**src/rtl/dmc_pkg.sv**
```systemverilog
package dmc_pkg;
    typedef enum logic {
        MODE_WIDE  = 1'b0,
        MODE_SPLIT = 1'b1
    } dmc_mode_e;

    localparam int unsigned DMC_HALF_W = 8;
endpackage

```
**src/rtl/dmc_stage.sv**
```systemverilog
module dmc_stage #(
    parameter int unsigned WIDTH   = 16,
    parameter bit          PRESENT = 1'b0
) (
    input  logic             clk,
    input  logic             ce,
    input  logic             rst,
    input  logic             hold,
    input  logic [WIDTH-1:0] d,
    output logic [WIDTH-1:0] q
);
    generate
        if (PRESENT) begin : g_reg
            always_ff @(posedge clk) begin
                if (rst)
                    q <= '0;
                else if (ce && !hold)
                    q <= d;
            end

            AST_HOLD_KEEPS: assert property (@(posedge clk) disable iff (rst)
                (!ce || hold) |=> $stable(q)) else $error("hold/ce broke");
            AST_LOAD_TAKES: assert property (@(posedge clk) disable iff (rst)
                (ce && !hold) |=> (q == $past(d))) else $error("load lost");
            AST_RESET_CLEARS: assert property (@(posedge clk) disable iff (rst)
                $fell(rst) |-> (q == '0)) else $error("reset missed");
        end else begin : g_wire
            logic unused_ctl;
            assign q          = d;
            assign unused_ctl = ^{clk, ce, rst, hold};
        end
    endgenerate
endmodule

```
**src/rtl/dmc_mul.sv**
```systemverilog
module dmc_mul #(
    parameter int unsigned W     = 8,
    parameter bit          A_SGN = 1'b0,
    parameter bit          B_SGN = 1'b0
) (
    input  logic [W-1:0]   a,
    input  logic [W-1:0]   b,
    output logic [2*W-1:0] p
);
    localparam int unsigned EW = W + 1;

    logic signed [EW-1:0]   a_ext;
    logic signed [EW-1:0]   b_ext;
    logic signed [2*EW-1:0] mul_full;
    logic                   unused_hi;

    assign a_ext     = $signed({A_SGN & a[W-1], a});
    assign b_ext     = $signed({B_SGN & b[W-1], b});
    assign mul_full  = a_ext * b_ext;
    assign p         = mul_full[2*W-1:0];
    assign unused_hi = ^mul_full[2*EW-1:2*W];

    always_comb begin
        if (a == '0 || b == '0)
            AST_ZERO_ANNIHILATES: assert (p == '0) else $error("zero operand gave nonzero product");
    end
endmodule

```
**src/rtl/dual_mul_core.sv**
```systemverilog
module dual_mul_core
    import dmc_pkg::*;
#(
    parameter int unsigned HALF_W     = DMC_HALF_W,
    parameter dmc_mode_e   MODE       = MODE_WIDE,
    parameter bit          A_SIGNED   = 1'b0,
    parameter bit          B_SIGNED   = 1'b0,
    parameter bit          A_IN_REG   = 1'b0,
    parameter bit          B_IN_REG   = 1'b0,
    parameter bit          HI_REG     = 1'b0,
    parameter bit          LO_REG     = 1'b0,
    parameter bit          WIDE_MID_REG = 1'b0,
    parameter bit          WIDE_OUT_REG = 1'b0,
    parameter bit          NEG_EDGE   = 1'b0,
    localparam int unsigned FULL_W    = 2 * HALF_W,
    localparam int unsigned PROD_W    = 2 * FULL_W
) (
    input  logic              clk,
    input  logic              ce,
    input  logic              rst_top,
    input  logic              rst_bot,
    input  logic              hold_a,
    input  logic              hold_b,
    input  logic [FULL_W-1:0] a_in,
    input  logic [FULL_W-1:0] b_in,
    output logic [PROD_W-1:0] prod_o,
    output logic [FULL_W-1:0] prod_hi_o,
    output logic [FULL_W-1:0] prod_lo_o
);
    logic              clk_g;
    logic [FULL_W-1:0] a_q;
    logic [FULL_W-1:0] b_q;
    logic [FULL_W-1:0] hi_raw;
    logic [FULL_W-1:0] lo_raw;
    logic [PROD_W-1:0] wide_raw;
    logic [PROD_W-1:0] wide_mid;
    logic [PROD_W-1:0] wide_fin;

    assign clk_g = NEG_EDGE ? ~clk : clk;

    // operand stages
    dmc_stage #(.WIDTH(FULL_W), .PRESENT(A_IN_REG)) u_areg (
        .clk(clk_g), .ce(ce), .rst(rst_top), .hold(hold_a), .d(a_in), .q(a_q));
    dmc_stage #(.WIDTH(FULL_W), .PRESENT(B_IN_REG)) u_breg (
        .clk(clk_g), .ce(ce), .rst(rst_bot), .hold(hold_b), .d(b_in), .q(b_q));

    // multiplier arrays
    dmc_mul #(.W(FULL_W), .A_SGN(A_SIGNED), .B_SGN(B_SIGNED)) u_wide (
        .a(a_q), .b(b_q), .p(wide_raw));
    dmc_mul #(.W(HALF_W), .A_SGN(A_SIGNED), .B_SGN(B_SIGNED)) u_hi (
        .a(a_q[FULL_W-1:HALF_W]), .b(b_q[FULL_W-1:HALF_W]), .p(hi_raw));
    dmc_mul #(.W(HALF_W), .A_SGN(A_SIGNED), .B_SGN(B_SIGNED)) u_lo (
        .a(a_q[HALF_W-1:0]), .b(b_q[HALF_W-1:0]), .p(lo_raw));

    // product stages
    dmc_stage #(.WIDTH(FULL_W), .PRESENT(HI_REG)) u_hireg (
        .clk(clk_g), .ce(ce), .rst(rst_top), .hold(1'b0), .d(hi_raw), .q(prod_hi_o));
    dmc_stage #(.WIDTH(FULL_W), .PRESENT(LO_REG)) u_loreg (
        .clk(clk_g), .ce(ce), .rst(rst_bot), .hold(1'b0), .d(lo_raw), .q(prod_lo_o));
    dmc_stage #(.WIDTH(PROD_W), .PRESENT(WIDE_MID_REG)) u_wmid (
        .clk(clk_g), .ce(ce), .rst(rst_bot), .hold(1'b0), .d(wide_raw), .q(wide_mid));
    dmc_stage #(.WIDTH(PROD_W), .PRESENT(WIDE_OUT_REG)) u_wout (
        .clk(clk_g), .ce(ce), .rst(rst_bot), .hold(1'b0), .d(wide_mid), .q(wide_fin));

    generate
        if (MODE == MODE_SPLIT) begin : g_split
            logic [FULL_W-1:0] unused_wide_hi;
            logic [FULL_W-1:0] unused_wide_lo;
            assign prod_o         = {prod_hi_o, prod_lo_o};
            assign unused_wide_hi = wide_fin[PROD_W-1:FULL_W];
            assign unused_wide_lo = wide_fin[FULL_W-1:0];
        end else begin : g_wide
            assign prod_o = wide_fin;
        end
    endgenerate
endmodule

```
**config.mk**
```make
export PLATFORM = sky130hd
export DESIGN_NAME = dual_mul_core
export DESIGN_NICKNAME = d
export VERILOG_FILES = /design/src/rtl/dmc_pkg.sv /design/src/rtl/dmc_stage.sv /design/src/rtl/dmc_mul.sv /design/src/rtl/dual_mul_core.sv
export SDC_FILE = /design/constraint.sdc
export NUM_CORES = 1
export LEC_CHECK = 0
export ABC_CLOCK_PERIOD_IN_PS = 8550
export CORE_MARGIN = 10
export CORE_UTILIZATION = 30
export DETAILED_ROUTE_END_ITERATION = 8
export SLEW_MARGIN = 30
export SYNTH_ARGS = -nofsm -noshare
export SYNTH_HDL_FRONTEND = slang
export SYNTH_SLANG_ARGS = --single-unit
```
**constraint.sdc**
```tcl
create_clock -name vclk -period 8.55
set_input_delay 1.2825 -clock vclk [all_inputs]
set_output_delay 1.2825 -clock vclk [all_outputs]
set_load 0.005 [all_outputs]
```
Word level (Yosys, flattened, before mapping)
Index checks and enable logic that the tools add are counted.

Register bits: 0. Input bits: 38. Output and inout bits: 64. Word-level logic and storage cells: 3.

$mul: 3.

Operator list (number): 16-bit by 16-bit multiplier with 32-bit output (1); 8-bit by 8-bit multiplier with 16-bit output (2).

Longest topological paths before layout
Depth in word-level cells: 1. Gate-level depth with buffers: 23. Depth with buffers taken out: 21.

Cells and area by module
A second synthesis with hierarchy kept.

Cells, all modules: 1636. Area total of the unflattened synthesis: 13963.4 um^2.

By module, submodules not included: dmc_mul (u_wide) (times used 1, cells an instance 1021, area each 8769.7 um^2, seq. area each 0.0 um^2); dmc_mul (u_hi ...) (times used 2, cells an instance 243, area each 2114.5 um^2, seq. area each 0.0 um^2); dmc_stage (u_areg ...) (times used 4, cells an instance 16, area each 120.1 um^2, seq. area each 0.0 um^2); dmc_stage (u_wmid ...) (times used 2, cells an instance 32, area each 240.2 um^2, seq. area each 0.0 um^2); dual_mul_core (times used 1, cells an instance 1, area each 3.8 um^2, seq. area each 0.0 um^2).

Worst setup path before layout
OpenSTA, ideal clock, no wires.

Kind: in2out. Start: in b_in[1]. End: out prod_o[25]. Data arrival time: 6.653 ns. Required time: 7.267 ns. Setup slack: 0.614 ns. Cell stages on the path: 20. Buffers on the path: 1. Cell sequence: clkbuf_1 nand2_1 fa_1 fa_1 fa_1 fa_1 inv_1 fa_1 inv_1 fa_1 inv_1 ha_1 and2_1 and3_1 a221o_1 a211oi_2 nor2_1 a31o_1 a211oi_2 xnor2_1.

Cells in the longest elaborated chain, start to end: 1.

RTL lines: start: declaration (line dual_mul_core.sv:25) `input logic [FULL_W-1:0] b_in,`; 16-bit by 16-bit multiplier with 32-bit output (line dmc_mul.sv:19) `assign mul_full = a_ext * b_ext;`; end: declaration (line dual_mul_core.sv:26) `output logic [PROD_W-1:0] prod_o,`.

Every way passes these cells.

Worst setup path after layout
Start: in a_in[11]. End: out prod_o[25].

Cells in the longest elaborated chain, start to end: 1.

RTL lines: start: declaration (line dual_mul_core.sv:24) `input logic [FULL_W-1:0] a_in,`; 16-bit by 16-bit multiplier with 32-bit output (line dmc_mul.sv:19).

Every way passes these cells.

==> flow_summary_export.csv <==
group,metric,value,unit
min_path,hold_depth,7,
floorplan,dieArea,0.0462,sq mm
synthesis,synthTopCellsByArea,"fa_1 (44%), ha_1 (18%), inv_1 (13%)",
sta,grt_setup_unrepaired,"true",
cells_and_area,layout.nets,2054,
drt,antenna_left,0,
placement,post-dp-hpwl,26.1,mm
cells_and_area,nClkBuffers,0,
setup_path,crit_path_max_fanout,13,
placement,placed_cells,2097,
cells_and_area,seq_cells,0,
sta,tightest_slew,0.616,ns
run_status,status,"complete, no violations",
drt,drt-total-wl,29.1,mm
floorplan,die_y,215,um
setup_path,worstPathArrival,7.10,ns
min_path,hold_path_end,"prod_hi_o[0]",
synthesis,yosysTopAreaCellShare,43.7,%
placement,gp_congestion,0.922,
synthesis,avgSynthCellArea,8.56,sq um
synthesis,synth.net_count,1780,
drt,vias_per_cell,4.49,
global_route,grt_antenna_before_repair,2,
setup_path,path_buf_inv,7,
flow_run,cap_violations,0,
floorplan,rows,71,
global_route,grt_overflow,0,
setup_path,cpLargestDelayFamily,"adder cells",
global_route,grt_pass1_vias,10500,
sta,hold-worst-slack,3.71,ns
cells_and_area,syn_to_final_growth,29.4,%
synthesis,seq_area_frac_synth,0,%
min_path,hp-start,"a_in[8]",
synthesis,synthCells,1333,
cells_and_area,layout.cells.non_filler,2116,
floorplan,die_w,215,um
setup_path,max_stage_delay,0.51,ns
placement,io_buffers,96,
min_path,hp-class,"in -> out",
sta,layout_min_cycle_time,8.39,ns
synthesis,synth_warnings,0,
global_route,grt_pass1_wl,49.5,mm
drt,avgRoutedWirePerCell,13.7,um
drt,drt_first_iter_violations,362,
floorplan,start_util,30.4,%
global_route,grt_max_degree,17,
setup_path,critPathSlowestCell,"fa_1",
setup_path,setup.worst_path.start_class,"input port",
setup_path,critical_path_class,"in -> out",
setup_path,cp_data_required_time,7.27,ns
sta,setup_violations,0,
global_route,grtUsageTotal,12.7,%
synthesis,synth_area_leader_cell,"fa_1",
synthesis,synthDistinctLibCells,43,
sta,hold_violations,0,
setup_path,critPathMostFrequentCell,"fa_1",
sta,slew-limit-headroom,58.8,%
setup_path,worstPathCellList,"clkdlybuf4s50_1, buf_12, nand2_1, fa_1, fa_1, fa_1, inv_1, fa_1, fa_1, inv_1, fa_1, inv_1, ha_1, a41oi_2, nand3_2, a211oi_4, buf_4, nor2_2, a31o_1, a211oi_2, xnor2_1, buf_2",
floorplan,pin_count,102,
sta,max_freq,119,MHz
drt,vias,9507,
drt,drc_errors,0,
drt,first_pass_iters,5,
sta,finalCritPeriodShare,98.1,%
setup_path,end_kind,"output port",
sta,slew_viol_final,0,
cts,postCtsHoldBufs,0,
sta,fin_setup_tns,0,ns
cells_and_area,fillers,3839,
cells_and_area,antenna_cells,0,
cells_and_area,drive_gt1_share,17.4,%
synthesis,synth.cell_area,0.0114,sq mm
cells_and_area,seqCellArea,0,sq um
floorplan,core_area,0.0376,sq mm
## cells in the final DEF (no fill, tap or decap), drive strengths merged, types with 2 or more instances in the layout
cell and count:
a21o 20, or3 2, nor2 19, nor3 6
a221o 3, nand4 4, nand2 161, buf 215
and3 3, o21ai 24, xor2 12, o211ai 5
nand3 8, ha 160, clkdlybuf4s15 3, a211oi 5
nor2b 4, inv 384, clkdlybuf4s50 62, a21boi 4
o31ai 4, a311oi 2, o21bai 5, dlygate4sd2 10
a31oi 4, and2 124, dlymetal6s2s 6, clkbuf 12
a21oi 38, xnor2 32, fa 249
## cell families after synthesis
logic type,count (synthesis),synth area share (%)
simple gates,335,14.3
compound gates,124,7.06
fa+ha+maj,409,61.3
xor+xnor,44,3.38
mux,1,0.0878
buf+inv,420,13.9
## worst max-delay path by stage
stage | startpoint | to | slack, ns | depth (start not counted)
after floorplan | b_in[1] | prod_o[25] | 0.61 | 20
after global placement | b_in[5] | prod_o[31] | -0.68 | 23
after detailed placement | b_in[5] | prod_o[31] | -0.72 | 23
after CTS | b_in[9] | prod_o[25] | 0.02 | 25
after global routing | a_in[11] | prod_o[25] | -0.02 | 22
final | a_in[11] | prod_o[25] | 0.16 | 22
## cells in the mapped netlist (all sizes together), types with 6 or more instances
cell type and instances:
a21o 20, nor3 6, and2 124, xor2 12, xnor2 32, o21ai 24, clkbuf 34, inv 384
fa 249, nor2 19, ha 160, nand3 8, a21oi 38, nand2 161
## layer usage
metal / GRT usage [%] / wire (um) / part of all wire (%) / up-vias
met5: 0 / 25 / 0.086 / -
met4: 1.76 / 435 / 1.5 / 4
met3: 1.38 / 1320 / 4.5 / 28
met2: 24.7 / 15700 / 54 / 187
met1: 14.8 / 11600 / 40 / 4789
li1: - / - / - / 4499
## through the flow
stage / setup slack, ns / instance area [sq um] / utilization (%)
after floorplan: 0.614 / 11400 / -
after global placement: -0.678 / 14400 / 38.2
after detailed placement: -0.723 / 14400 / 38.2
final: 0.164 / 14800 / 39.3
after global routing: -0.0215 / 14800 / 39.3
after CTS: 0.0237 / 14600 / 38.9
## cell type report
| class | instances | area, sq um | area share [%] |
|---|---|---|---|
| inverters | 384 | 1440 | 9.76 |
| repair buffers | 308 | 2570 | 17.4 |
| multi-input cells | 913 | 10100 | 68.5 |
| well taps | 511 | 639 | 4.33 |
## timing repair
item,4_1_cts,5_1_grt
setup endpoints to repair,19,15
endpoints found under the hold margin,0,0
setup buffers,13,6
pin swaps,20,29
resized for setup,85,64
gates cloned,1,0
Power is left out: the tool's default activity adds up to more than one toggle a clock period on the data nets, which glitch-free logic cannot reach.
